===== src/rtl/sfir_pkg.sv =====
// Shared constants, control state type and seed helper for the hybrid
// stochastic FIR filter. Assumes 16-bit Galois generators.
package sfir_pkg;

    localparam int              RNG_W    = 16;
    localparam logic [RNG_W-1:0] RNG_POLY = 16'hB400;

    typedef enum logic [1:0] {
        ST_IDLE,
        ST_RUN,
        ST_DONE
    } ctl_state_t;

    // Distinct nonzero seed per stream index, spread across the sequence.
    function automatic logic [RNG_W-1:0] sfir_seed(input int idx);
        logic [RNG_W-1:0] s;
        s = RNG_W'(32'hACE1 + 32'(idx) * 32'h2F47);
        return (s == '0) ? {{(RNG_W-1){1'b0}}, 1'b1} : s;
    endfunction

endpackage


===== src/rtl/sfir_lfsr.sv =====
// Free pseudo-random source: Galois LFSR that advances only when enabled.
// Exposes the top OUT_W state bits as a uniform random number.
// Assumes SEED is nonzero and POLY is a maximal-length polynomial.
module sfir_lfsr #(
    parameter int                  STATE_W = 16,
    parameter logic [STATE_W-1:0]  POLY    = 16'hB400,
    parameter logic [STATE_W-1:0]  SEED    = 16'hACE1,
    parameter int                  OUT_W   = 8
) (
    input  logic             clk,
    input  logic             rst_n,
    input  logic             en,
    output logic [OUT_W-1:0] rnd
);

    logic [STATE_W-1:0] state;

    // Advance the shift register once per enabled cycle.
    always_ff @(posedge clk) begin
        if (!rst_n) begin
            state <= SEED;
        end else if (en) begin
            state <= {1'b0, state[STATE_W-1:1]} ^ (state[0] ? POLY : '0);
        end
    end

    assign rnd = state[STATE_W-1 -: OUT_W];

endmodule


===== src/rtl/sfir_sng.sv =====
// Bipolar stream bit generator: converts a signed value to offset binary and
// emits 1 when the random number is below it, so P(1) = (v + 2^(W-1)) / 2^W.
// Purely combinational.
module sfir_sng #(
    parameter int W = 8
) (
    input  logic [W-1:0] value,
    input  logic [W-1:0] rnd,
    output logic         bit_o
);

    logic [W-1:0] offset;

    // Flip the sign bit to move from two's complement to offset binary.
    always_comb begin
        offset = {~value[W-1], value[W-2:0]};
        bit_o  = (rnd < offset);
    end

endmodule


===== src/rtl/sfir_tap.sv =====
// One filter tap: own coefficient stream, XNOR product with the shared
// sample stream, and an up/down counter recovering the product.
// Assumes COEF is already scaled; clear and en are never high together.
module sfir_tap #(
    parameter int                 COEF_W     = 8,
    parameter int                 STREAM_LOG = 10,
    parameter logic [COEF_W-1:0]  COEF       = '0,
    parameter logic [15:0]        SEED       = 16'h1D2B
) (
    input  logic                         clk,
    input  logic                         rst_n,
    input  logic                         clear,
    input  logic                         en,
    input  logic                         x_bit,
    output logic signed [STREAM_LOG+1:0] prod
);

    localparam int                 ACC_W = STREAM_LOG + 2;
    localparam logic signed [ACC_W-1:0] ONE = 1;

    logic [COEF_W-1:0] rnd;
    logic              c_bit;
    logic              p_bit;

    sfir_lfsr #(
        .STATE_W (sfir_pkg::RNG_W),
        .POLY    (sfir_pkg::RNG_POLY),
        .SEED    (SEED),
        .OUT_W   (COEF_W)
    ) coef_rng_i (
        .clk   (clk),
        .rst_n (rst_n),
        .en    (en),
        .rnd   (rnd)
    );

    sfir_sng #(.W(COEF_W)) coef_sng_i (
        .value (COEF),
        .rnd   (rnd),
        .bit_o (c_bit)
    );

    // Bipolar multiply: XNOR of the two streams.
    assign p_bit = ~(x_bit ^ c_bit);

    // Count ones up and zeros down over the window.
    always_ff @(posedge clk) begin
        if (!rst_n || clear) begin
            prod <= '0;
        end else if (en) begin
            prod <= p_bit ? prod + ONE : prod - ONE;
        end
    end

endmodule


===== src/rtl/sfir_hybrid_filter.sv =====
// Transposed FIR filter with stochastic tap products and binary accumulation.
// Accepts a sample when idle, runs a 2^STREAM_LOG-cycle conversion, then
// shifts the recovered products through the partial-sum chain.
// Assumes NTAPS >= 2 and coefficients packed LSB-first in COEFFS.
module sfir_hybrid_filter
    import sfir_pkg::*;
#(
    parameter int                        DATA_W     = 8,
    parameter int                        COEF_W     = 8,
    parameter int                        NTAPS      = 4,
    parameter int                        STREAM_LOG = 10,
    parameter logic [NTAPS*COEF_W-1:0]   COEFFS     = 32'hC90FE232
) (
    input  logic                                          clk,
    input  logic                                          rst_n,
    input  logic                                          in_valid,
    input  logic signed [DATA_W-1:0]                      in_data,
    output logic                                          busy,
    output logic                                          out_valid,
    output logic signed [STREAM_LOG+1+$clog2(NTAPS):0]    out_data
);

    localparam int PROD_W = STREAM_LOG + 2;
    localparam int SUM_W  = PROD_W + $clog2(NTAPS);
    localparam int CMAX   = (1 << (COEF_W - 1)) - 1;
    localparam logic [STREAM_LOG-1:0] PH_ONE = 1;

    // Largest power-of-two shift keeping every coefficient in range.
    function automatic int scale_shift();
        int mx;
        int s;
        mx = 0;
        for (int k = 0; k < NTAPS; k++) begin
            int c;
            c = int'($signed(COEFFS[k*COEF_W +: COEF_W]));
            if (c < 0) c = -c;
            if (c > mx) mx = c;
        end
        s = 0;
        for (int i = 0; i < COEF_W - 1; i++) begin
            if (mx != 0 && (mx << (s + 1)) <= CMAX) s = s + 1;
        end
        return s;
    endfunction

    localparam int SHIFT = scale_shift();

    ctl_state_t               state;
    logic [STREAM_LOG-1:0]    phase;
    logic [DATA_W-1:0]        sample;
    logic                     accept;
    logic                     run;
    logic                     last;
    logic [DATA_W-1:0]        smp_rnd;
    logic                     x_bit;
    logic signed [PROD_W-1:0] prod [NTAPS];
    logic signed [SUM_W-1:0]  psum [NTAPS-1];

    assign run    = (state == ST_RUN);
    assign accept = in_valid && !run;
    assign last   = (phase == '1);
    assign busy   = run;

    // Sequence idle, stream window and chain-update phases.
    always_ff @(posedge clk) begin
        if (!rst_n) begin
            state <= ST_IDLE;
        end else begin
            case (state)
                ST_IDLE: if (in_valid) state <= ST_RUN;
                ST_RUN:  if (last)     state <= ST_DONE;
                default: state <= in_valid ? ST_RUN : ST_IDLE;
            endcase
        end
    end

    // Capture the sample and count the window cycles.
    always_ff @(posedge clk) begin
        if (!rst_n) begin
            phase  <= '0;
            sample <= '0;
        end else if (accept) begin
            phase  <= '0;
            sample <= in_data;
        end else if (run) begin
            phase  <= phase + PH_ONE;
        end
    end

    sfir_lfsr #(
        .STATE_W (RNG_W),
        .POLY    (RNG_POLY),
        .SEED    (sfir_seed(0)),
        .OUT_W   (DATA_W)
    ) smp_rng_i (
        .clk   (clk),
        .rst_n (rst_n),
        .en    (run),
        .rnd   (smp_rnd)
    );

    sfir_sng #(.W(DATA_W)) smp_sng_i (
        .value (sample),
        .rnd   (smp_rnd),
        .bit_o (x_bit)
    );

    for (genvar k = 0; k < NTAPS; k++) begin : g_tap
        localparam logic [COEF_W-1:0] CK =
            COEF_W'(COEFFS[k*COEF_W +: COEF_W] << SHIFT);
        sfir_tap #(
            .COEF_W     (COEF_W),
            .STREAM_LOG (STREAM_LOG),
            .COEF       (CK),
            .SEED       (sfir_seed(k + 1))
        ) tap_i (
            .clk   (clk),
            .rst_n (rst_n),
            .clear (accept),
            .en    (run),
            .x_bit (x_bit),
            .prod  (prod[k])
        );
    end

    // Transposed delay-and-add update, output rescale and strobe.
    always_ff @(posedge clk) begin
        if (!rst_n) begin
            out_valid <= 1'b0;
            out_data  <= '0;
            for (int k = 0; k < NTAPS - 1; k++) psum[k] <= '0;
        end else begin
            out_valid <= (state == ST_DONE);
            if (state == ST_DONE) begin
                out_data <= (SUM_W'(prod[0]) + psum[0]) >>> SHIFT;
                for (int k = 0; k < NTAPS - 2; k++) begin
                    psum[k] <= SUM_W'(prod[k+1]) + psum[k+1];
                end
                psum[NTAPS-2] <= SUM_W'(prod[NTAPS-1]);
            end
        end
    end

endmodule


===== config.mk =====
export PLATFORM = sky130hd
export DESIGN_NAME = sfir_hybrid_filter
export DESIGN_NICKNAME = d
export VERILOG_FILES = /design/src/rtl/sfir_pkg.sv /design/src/rtl/sfir_lfsr.sv /design/src/rtl/sfir_sng.sv /design/src/rtl/sfir_tap.sv /design/src/rtl/sfir_hybrid_filter.sv
export SDC_FILE = /design/constraint.sdc
export NUM_CORES = 1
export LEC_CHECK = 0
export BUFFER_PORTS_ARGS = -buffer_cell sky130_fd_sc_hd__clkbuf_2
export CORE_MARGIN = 4
export CORE_UTILIZATION = 30
export DETAILED_ROUTE_END_ITERATION = 10
export PLACE_DENSITY = 0.43
export SLEW_MARGIN = 40
export SYNTH_ARGS = -nofsm -noshare
export SYNTH_HDL_FRONTEND = slang
export SYNTH_SLANG_ARGS = --single-unit

===== constraint.sdc =====
create_clock -name clk -period 4.55 [get_ports clk]
set_input_delay 0 -clock clk [delete_from_list [all_inputs] [get_ports clk]]
set_output_delay 0 -clock clk [all_outputs]
set_load 0.01 [all_outputs]

# Word level (Yosys, flattened, before mapping)
# Memories as Yosys holds them, arrays and structs flattened.
# Cells that the tools add are included.
# classes
add_sub_neg	12
multipliers	0
div	0
magnitude_cmp	5
n_eq_ne	5
shift	0
muxes	20
bitwise	14
reduce_logical	7
# op_table
operator	n
$mux 16	5
$xor 15x16->16	5
$add 12x2->12 const B	4
$mux 12	4
$sub 12x2->12 const B	4
$add 12x14->14	3
$mux 14	3
$lt 8x8->1 const B	2
$add 10x1->10 const B	1
$eq 10x10->1 const B	1
$lt 8x5->1 const B	1
$lt 8x7->1 const B	1
$lt 8x8->1	1
$mux 1	5
$mux 2	2
$pmux 2 s2	1
$xor 1x1->1	4
$or 1x1->1	3
$eq 2x1->1 const B	1
$eq 2x2->1 const B	1
$logic_not 1->1	2
$logic_not 2->1	1
$ne 2x1->1 const B	1
$ne 2x2->1 const B	1
5 further kinds	6
# totals
ff_bits	162
latchBits	0
ram_bits	42
romBits	0
in_bits	11
elab_cells	78
memories	1
# mem_list
memory	words	width	read_ports	rd_clocked_by_memory_dff	write_ports	line	source
psum	3	14	3	0	3	sfir_hybrid_filter.sv:57	logic signed [SUM_W-1:0] psum [NTAPS-1];

# Depth between registers and ports, before layout
# Gate-level depths: netlist of the first run.
# depth
word_depth	5
mapped_depth	15

# Cells and area by module
# From an unflattened synthesis of the first run, not the netlist that was laid out.
# unflattened
cells_unflattened	1332
hier_area_um2	12395.6
# by_module_without_submodules
module	instances	cells_each	area_per_inst_um2
sfir_hybrid_filter	1	450	4287.9
sfir_tap	4	111	955.9
sfir_sng	5	24	172.7
sfir_lfsr at g_tap[0].tap_i.coef_rng_i	1	64	700.7
sfir_lfsr at smp_rng_i	1	64	691.9
sfir_lfsr at g_tap[2].tap_i.coef_rng_i	1	64	690.7
sfir_lfsr at g_tap[1].tap_i.coef_rng_i	1	63	669.4
sfir_lfsr at g_tap[3].tap_i.coef_rng_i	1	63	668.1

# Least setup slack after synthesis of the first run
# Ideal clock, no wire load.
# synth_path
path_kind	register -> register
startpoint	reg sample[2]
endpoint	reg g_tap[2].tap_i.prod[11]
setup_time_ps	70
arrival_ps	3635
required_ps	4480
slack_ps	845
path_stages_with_launch	15
path_buffers	0
path_cell_list	dfxtp_1 -> inv_1 -> ha_1 -> a211oi_1 -> o21ai_1 -> a21oi_4 -> xor2_1 -> ha_1 -> a211oi_1 -> o21ai_1 -> and3_1 -> a221oi_1 -> xor2_1 -> or3_1 -> a21oi_1
# synth_between
elab_chain_cells	3
# synth_rtl
element	line	source
start, declared	sfir_hybrid_filter.sv:50	logic [DATA_W-1:0] sample;
start signal, assigned	sfir_hybrid_filter.sv:84	sample <= in_data;
$lt 8x8->1	sfir_sng.sv:17	bit_o = (rnd < offset);
$xor 1x1->1	sfir_tap.sv:44	assign p_bit = ~(x_bit ^ c_bit);
$mux 12	sfir_tap.sv:51	prod <= p_bit ? prod + ONE : prod - ONE;
end signal, assigned	sfir_tap.sv:51	
end, declared	sfir_tap.sv:15	output logic signed [STREAM_LOG+1:0] prod
# No other way between the ends.
# A chain may end at the register's enable or synchronous reset.

# Worst setup path after layout of the first run
# Same ends and word-level chain as after synthesis.

==> metrics.md, run 1 <==
| Metric | Value |
|---|---|
| Run status | `complete, no violations` |
| Layout fillers | `3690` |
| Post-route clock skew | `about 0.017 ns` |
| P_sw | `1640 uW` |
| Crit path launch | `sample[2]$_SDFFE_PN0P_` |
| Yosys reg bits | `202` |
| Cell Area, Synth | `10720 um^2` |
| Number of synthesized flops with an enable pin | `40` |
| Final HPWL DP | `approximately 16000 um` |
| Most frequent cells in the layout | `nand2_1, dfxtp_1, a21oi_1` |
| Area growth from synthesis to layout | `13.63%` |
| Top routing layer in use | `met4` |
| Initial Util | `between 30% and 40%` |
| Hold Fails Final Rpt | `0` |
| Initial antenna violation count | `0` |
| WL met2 | `11170 um` |
| Setup TNS Final | `0 ns` |
| Length of routed met3 wiring | `741 um` |
| # nets final | `1365` |
| Mux share of post-synthesis cell area | `0.2801%` |
| CTS clk-pin slew, worst paths | `0.06 ns` |
| Switching portion of total power | `31.07%` |
| Share of cells above drive strength 1 | `7.433%` |
| Htree depth | `1` |
| Worst Max-Slew Pin Slew | `~0.74 ns` |
| Buffers on Ports | `26` |
| Worst Hold Class | `in -> reg` |
| Tcrit/Tclk final | `approximately 87%` |
| ANT nets after route | `0` |
| Worst Min Path Start | `rst_n` |
| First-pass GRT wire length | `41620 um` |
| Post-synth top area share | `between 30% and 40%` |
| Routability cong. | `0.8303` |
| Slowest-stage cell, CP | `xor2_1` |
| Chip height | `between 150 and 200 um` |
| Vias per inst | `approximately 4.7` |
| Post-synthesis cell type count | `61` |
| Unrepaired setup endpoints after global routing | `no` |
| GRT overflow | `0` |
| Post-synthesis sequential area ratio | `41.46%` |
| Crit path kind | `reg -> reg` |
| Post-CTS Resized | `0` |
| Router iterations before antenna repair | `4` |
| Syn Nets | `1346` |
| Cell depth of the worst hold path | `3` |
| Kind of end point of the critical path | `flop` |
| CTS Buf Count | `25` |
| Synth area leaders | `dfxtp_1, edfxtp_1, ha_1, nand2_1, a21oi_1` |
| Flop pwr share | `38.8%` |
| Most common cell after layout, fill and taps aside | `nand2_1` |
| # DRC | `0` |
| Clock Power Share | `35.5%` |
| N_diodes | `0` |
| Synth Area in Compound Gates | `16.78%` |
| Synth Area in XOR/XNOR | `under 10%` |
| Die W | `197.0 um` |
| Max Buffers Root-to-Sink | `3` |
| Clk_lat worst skew | `0.52 ns` |
| Crit Path Max Fanout | `8` |
| RR Startpoint | `sample[2]$_SDFFE_PN0P_` |
| Most common flop cell mapped by yosys | `dfxtp_1` |
| # setup viols final | `0` |
| Main combinational cell family by area after synthesis | `simple AND/OR/NAND/NOR gates` |
| Rows | `68` |
| Synth Area in Simple Gates | `19.86%` |
| CTS tree | `done` |
| Final worst path period need | `approximately 4.0 ns` |
| IO Pins | `27` |
| Clk sinks | `~200` |
| Pint | `3637 uW` |
| Final Max Tran Viols | `0` |
| M1 WL | `approximately 12000 um` |
| Post-synthesis instance total | `1243` |
| Comb power frac | `25.7%` |
| Number of global-route vias before repair | `8273` |
| Yosys Warn Count | `0` |
| Via count | `8202` |
| Synth area leader | `dfxtp_1` |
| Mapped Avg Cell Area | `8.625 um^2` |
| Fmax | `0.2525 GHz` |
| Synth Area in Adders | `11.23%` |
| Critical Path RT | `5.00 ns` |
| Max-slew headroom | `between 50 and 60%` |
| Pre-CTS worst setup slack | `0.6006 ns` |
| Worst vdd ir | `0.2373 mV` |
| GRT Util Overall | `12.71%` |
| Core Box Area | `34880 um^2` |
| Largest net degree at the start of global routing | `73` |
| Starting DRC count in detailed routing | `between 300 and 400` |
| Worst Path Arrival | `4.41 ns` |
| Worst r2r path cells | `14` |
| Die ar. | `38820 um^2` |
| Fraction of registers with async set/reset | `0%` |
| Crit path cell chain | `inv_1, ha_1, a211oi_1, o21ai_1, a21oi_4, xor2_1, ha_1, a211oi_1, o21ai_1, and3_1, a221oi_1, xor2_1, or3_1, a21oi_1` |
| Pwr/cell area | `roughly 430 nW/um^2` |
| CP max stage delay | `0.60 ns` |
| CTS root buffer | `clkbuf_16` |
| Drt total wl | `between 20000 and 25000 um` |
| Setup WS post-layout | `0.5891 ns` |
| Leakage power | `a little under 0.005 uW` |
| Max Cap Viol | `0` |
| CP Launch Type | `flop` |
| Avg WL per Cell | `14.16 um` |
path summary, 6_finish.rpt:
| kind | end | slack, ns |
|---|---|---|
| min reg2reg | out_data[10]$_SDFFE_PN0P_ | 0.44 |
| max | g_tap[2].tap_i.prod[11]$_SDFFE_PP0P_ | 0.59 |
| min | g_tap[1].tap_i.coef_rng_i.state[6]$_SDFFE_PN1P_ | 0.09 |
| max reg2reg | g_tap[2].tap_i.prod[11]$_SDFFE_PP0P_ | 0.59 |
metal layers:
metal | up-vias | track usage, %
met5 | - | 0
met4 | 0 | 2.594
met3 | 33 | 2.013
met2 | 70 | 21.67
met1 | 3742 | 17.18
li1 | 4357 | -
state kept, by name, indices dropped and copies added, names as in the netlist:
register,cells
out_data,13
state,2
sample,8
phase,10
g_tap.tap_i.prod,48
psum,40
out_valid,1
smp_rng_i.state,16
g_tap.tap_i.coef_rng_i.state,64
stage by stage:
| step | power (uW) | utilization, % | std cells | cell area (um^2) | hold WS (ns) |
|---|---|---|---|---|---|
| finish | 5277 | 34.92 | 1733 | 12180 | 0.09457 |
| global route | 5663 | 34.92 | 1733 | 12180 | 0.1308 |
| CTS | 5378 | 34.92 | 1733 | 12180 | 0.1004 |
| floorplan | 3155 | - | 1243 | 10720 | 0.1360 |
| detailed placement | 3442 | 32.45 | 1681 | 11320 | 0.2337 |
| global placement | 3436 | 32.44 | 1681 | 11310 | 0.2290 |
what timing repair did:
action                                 in CTS  in global routing
hold buffers                                9                  0
buffers inserted                            0                  0
endpoints found under the hold margin      10                  0
setup endpoints to repair                   0                  0
synthesized netlist by cell type, types with 3 or more instances:
| cell | n |
|---|---|
| a21boi_0 | 4 |
| nor3_1 | 29 |
| nor2_1 | 66 |
| xor2_1 | 27 |
| edfxtp_1 | 40 |
| dfxtp_1 | 162 |
| o21ai_1 | 15 |
| and2_1 | 16 |
| nor4_1 | 4 |
| xnor2_1 | 57 |
| nand2_1 | 241 |
| a21oi_1 | 119 |
| o21ai_0 | 48 |
| o21bai_1 | 11 |
| ha_1 | 85 |
| or3_1 | 12 |
| nand4_1 | 7 |
| a211oi_1 | 19 |
| o21a_1 | 7 |
| mux2i_1 | 3 |
| a21oi_2 | 4 |
| and3_1 | 12 |
| fa_1 | 7 |
| clkbuf_1 | 54 |
| o31ai_1 | 6 |
| a21o_1 | 19 |
| nor3b_1 | 3 |
| inv_1 | 38 |
| a2111oi_0 | 3 |
| o211ai_1 | 12 |
| nand2b_1 | 12 |
| nor2b_1 | 10 |
| nand3_1 | 55 |
area by class of cell:
cell class              instances  area, um^2  area share [%]
multi-input cells             946        5929           48.67
flip-flops and latches        202        4444           36.48
clock buffers                  39       748.2           6.142
well taps                     455       569.3           4.673
repair buffers                 48       317.8           2.609
inverters                      39       148.9           1.222
clock inverters                 4       23.77          0.1952
power by group through the flow:
stage	logic [uW]	registers [uW]	clock network, uW
6_report	1360	2050	1870
2_1_floorplan	1100	2050	0
3_3_place_gp	1350	2090	0
5_1_grt	1560	2060	2040
4_1_cts	1370	2050	1960
3_5_place_dp	1360	2090	0
critical path: cells and delay by family, from the launching register on:
kind | cells | cell delay [ns]
flip-flops | 1 | 0.33
adder cells (fa/ha/maj) | 2 | 0.67
AND/OR/NAND/NOR | 2 | 0.53
AO/OA/AOI/OAI | 7 | 1.58
XOR/XNOR | 2 | 0.72
buffers and inverters | 1 | 0.05
cell families after synthesis:
kind of cell,count (synthesis)
AO/OA/AOI/OAI,290
multiplexers,3
buffers and inverters,95
flip-flops,202
XOR/XNOR,85
AND/OR/NAND/NOR,476
adder cells (fa/ha/maj),92
Note: power is estimated with default switching activity, not from simulation.
==> run 2: changes to the inputs <==
--- a/config.mk
+++ b/config.mk
@@ -6,10 +6,12 @@
 export NUM_CORES = 1
 export LEC_CHECK = 0
 export BUFFER_PORTS_ARGS = -buffer_cell sky130_fd_sc_hd__clkbuf_2
+export CELL_PAD_IN_SITES_DETAIL_PLACEMENT = 0
+export CELL_PAD_IN_SITES_GLOBAL_PLACEMENT = 1
 export CORE_MARGIN = 4
 export CORE_UTILIZATION = 30
 export DETAILED_ROUTE_END_ITERATION = 10
-export PLACE_DENSITY = 0.43
+export PLACE_DENSITY = 0.53
 export SLEW_MARGIN = 40
 export SYNTH_ARGS = -nofsm -noshare
 export SYNTH_HDL_FRONTEND = slang
==> run 2 against run 1 <==
Compared with the run above: via count grew 1.5%; final cell count rose by 0.87%; global-route usage grew 0.40 points; fmax is 2.8% higher; non-clock buffer count increased by 10; sequential cell count unchanged; combinational power about the same; sequential share of layout area is 0.65 points lower; critical endpoint unchanged.
==> metrics.md, run 2 (synthesis results as in run 1) <==
| Metric | Value |
|---|---|
| Crit path kind | `reg -> reg` |
| Largest net degree at the start of global routing | `90 (+23%)` |
| Met3 Usage GRT | `1.927% (-0.085 points)` |
| Setup TNS Final | `0 ns (unchanged)` |
| GRT overflow | `0 (unchanged)` |
| Initial antenna violation count | `0 (unchanged)` |
| Worst vdd ir | `0.2526 mV (+6.5%)` |
| Clk sinks | `202 (unchanged)` |
| Post-route clock skew | `0.02150 ns (+0.004579 ns)` |
| Via count | `8321 (+1.5%)` |
| Final Max Tran Viols | `0 (unchanged)` |
| Critical Path RT | `5.02 ns (+0.02 ns)` |
| Starting DRC count in detailed routing | `369 (+9.2%)` |
| Max FFs per register | `64 (unchanged)` |
| Max-slew headroom | `47.33% (-3.2 points)` |
| Crit Path Max Fanout | `4 (-4)` |
| CP Launch Type | `flop` |
| Tcrit/Tclk final | `84.71% (-2.3 points)` |
| Pre-CTS worst setup slack | `0.6850 ns (+0.08442 ns)` |
| First-pass GRT wire length | `42760 um (+2.7%)` |
| # nets final | `1377 (+0.88%)` |
| Buffers on Ports | `26 (unchanged)` |
| Area after DPL | `11320 um^2 (about the same)` |
| Area growth from synthesis to layout | `15.70%` |
| GR Util met2 | `21.68% (about the same)` |
| Htree depth | `1 (unchanged)` |
| Fmax | `0.2595 GHz (+2.8%)` |
| Initial Util | `30.73% (unchanged)` |
| Vias per inst | `4.760 (+0.58%)` |
| Kind of end point of the critical path | `flop` |
| Hold Fails Final Rpt | `0 (unchanged)` |
| Max Cap Viol | `0 (unchanged)` |
| IO Pins | `27 (unchanged)` |
| ANT nets after route | `0 (unchanged)` |
| Worst Path Arrival | `4.32 ns (-0.09 ns)` |
| Final worst path period need | `3.854 ns (-0.1067 ns)` |
| # setup viols final | `0 (unchanged)` |
| Core Box Area | `34880 um^2 (unchanged)` |
| CTS root buffer | `clkbuf_16` |
| GRT Util Overall | `13.11% (+0.40 points)` |
| N_diodes | `0 (unchanged)` |
| Worst Hold Class | `in -> reg` |
| Most used routing layer | `met2` |
| Most flops, register | `g_tap.tap_i.coef_rng_i.state` |
| Number of global-route vias before repair | `8269 (-0.048%)` |
| Routability cong. | `0.7986 (-3.8%)` |
| Post-CTS Resized | `0 (unchanged)` |
| GR Util met1 | `18.17% (+1.0 points)` |
| Most frequent cells in the layout | `nand2_1, dfxtp_1, a21oi_1` |
| Setup WS post-layout | `0.6958 ns (+0.1067 ns)` |
| Router iterations before antenna repair | `4 (unchanged)` |
| Clk_lat worst skew | `0.54 ns (+0.02 ns)` |
| Pwr/cell area | `444.2 nW/um^2 (+2.5%)` |
| Leakage power | `0.005050 uW (+2.0%)` |
| # DRC | `0 (unchanged)` |
| CTS Buf Count | `27 (+8.0%)` |
| Max Buffers Root-to-Sink | `3 (unchanged)` |
| Rows | `68 (unchanged)` |
| Fin util | `35.56% (+0.63 points)` |
| Cell area after layout | `12400 um^2 (+1.8%)` |
| Die ar. | `38820 um^2 (unchanged)` |
| Die W | `197.0 um (unchanged)` |
| Non-filler instance count after layout | `1748 (+0.87%)` |
| Regs by FF count | `g_tap.tap_i.coef_rng_i.state x64, g_tap.tap_i.prod x48, psum x40` |
| Share of cells above drive strength 1 | `7.889% (+0.46 points)` |
| Avg WL per Cell | `14.52 um (+2.5%)` |
| Worst Max-Slew Pin Slew | `0.7798 ns (+0.03733 ns)` |
| Placed cell count | `1681 (unchanged)` |
| Chip height | `197.0 um (unchanged)` |
| CTS clk-pin slew, worst paths | `0.05 ns (about the same)` |
| Most common cell after layout, fill and taps aside | `nand2_1` |
| Run status | `complete, no violations` |
| Unrepaired setup endpoints after global routing | `no` |
| Drt total wl | `25380 um (+3.4%)` |
| Final HPWL DP | `16360 um (+1.1%)` |
| CTS tree | `done` |
[run 2: cell type report]
| cell class | count | area [um^2] |
|---|---|---|
| timing repair buffer | 58 | 421.7 |
| clock buffer | 41 | 852.1 |
| inverter | 39 | 148.9 |
| fill | 3640 | 22480 |
| clock inverter | 7 | 42.54 |
| sequential | 202 | 4444 |
| multi-input combinational | 946 | 5924 |
| tap | 455 | 569.3 |
[run 2: timing repair]
item,4_1_cts,5_1_grt
hold buffers,19,0
setup buffers,0,0
endpoints found under the hold margin,10,0
[run 2: layer usage]
layer	part of all wire (%)	vias up
met5	0	-
met4	2.4	0
met3	3.5	40
met2	44	85
met1	50	3793
li1	-	4403
[run 2: power breakdown]
group | total (uW) | switching [uW] | internal [uW]
logic | 1370 | 796 | 578
registers | 2050 | 99.4 | 1950
clock network | 2090 | 802 | 1290
total | 5510 | 1700 | 3810
[run 2: path summary, 6_finish.rpt]
kind | start | endpoint | slack, ns | cells past startpoint
min reg2reg | g_tap[2].tap_i.coef_rng_i.state[1]$_SDFFE_PN1P_ | g_tap[2].tap_i.coef_rng_i.state[0]$_SDFFE_PN0P_ | 0.45 | 2
min | rst_n | g_tap[0].tap_i.coef_rng_i.state[5]$_SDFFE_PN1P_ | 0.08 | 3
max | sample[2]$_SDFFE_PN0P_ | g_tap[2].tap_i.prod[11]$_SDFFE_PP0P_ | 0.70 | 14
max reg2reg | sample[2]$_SDFFE_PN0P_ | g_tap[2].tap_i.prod[11]$_SDFFE_PP0P_ | 0.70 | 14
[run 2: critical path, cell delays in order (launching register included)]
cell	delay [ns]
dfxtp_1	0.33
inv_1	0.04
ha_1	0.29
a211oi_1	0.23
o21ai_1	0.14
a21oi_4	0.30
xor2_1	0.45
ha_1	0.33
a211oi_1	0.40
o21ai_1	0.15
and3_1	0.22
a221oi_1	0.31
xor2_1	0.13
or3_1	0.32
a21oi_1	0.13
[run 2: per-stage QoR]
| stage | hold WS (ns) | total power, uW |
|---|---|---|
| final | 0.08440 | 5510 |
| after global routing | 0.09112 | 5896 |
| after CTS | 0.06792 | 5608 |
| after detailed placement | 0.2308 | 3452 |
| after global placement | 0.2250 | 3463 |
| after floorplan | 0.1360 | 3155 |
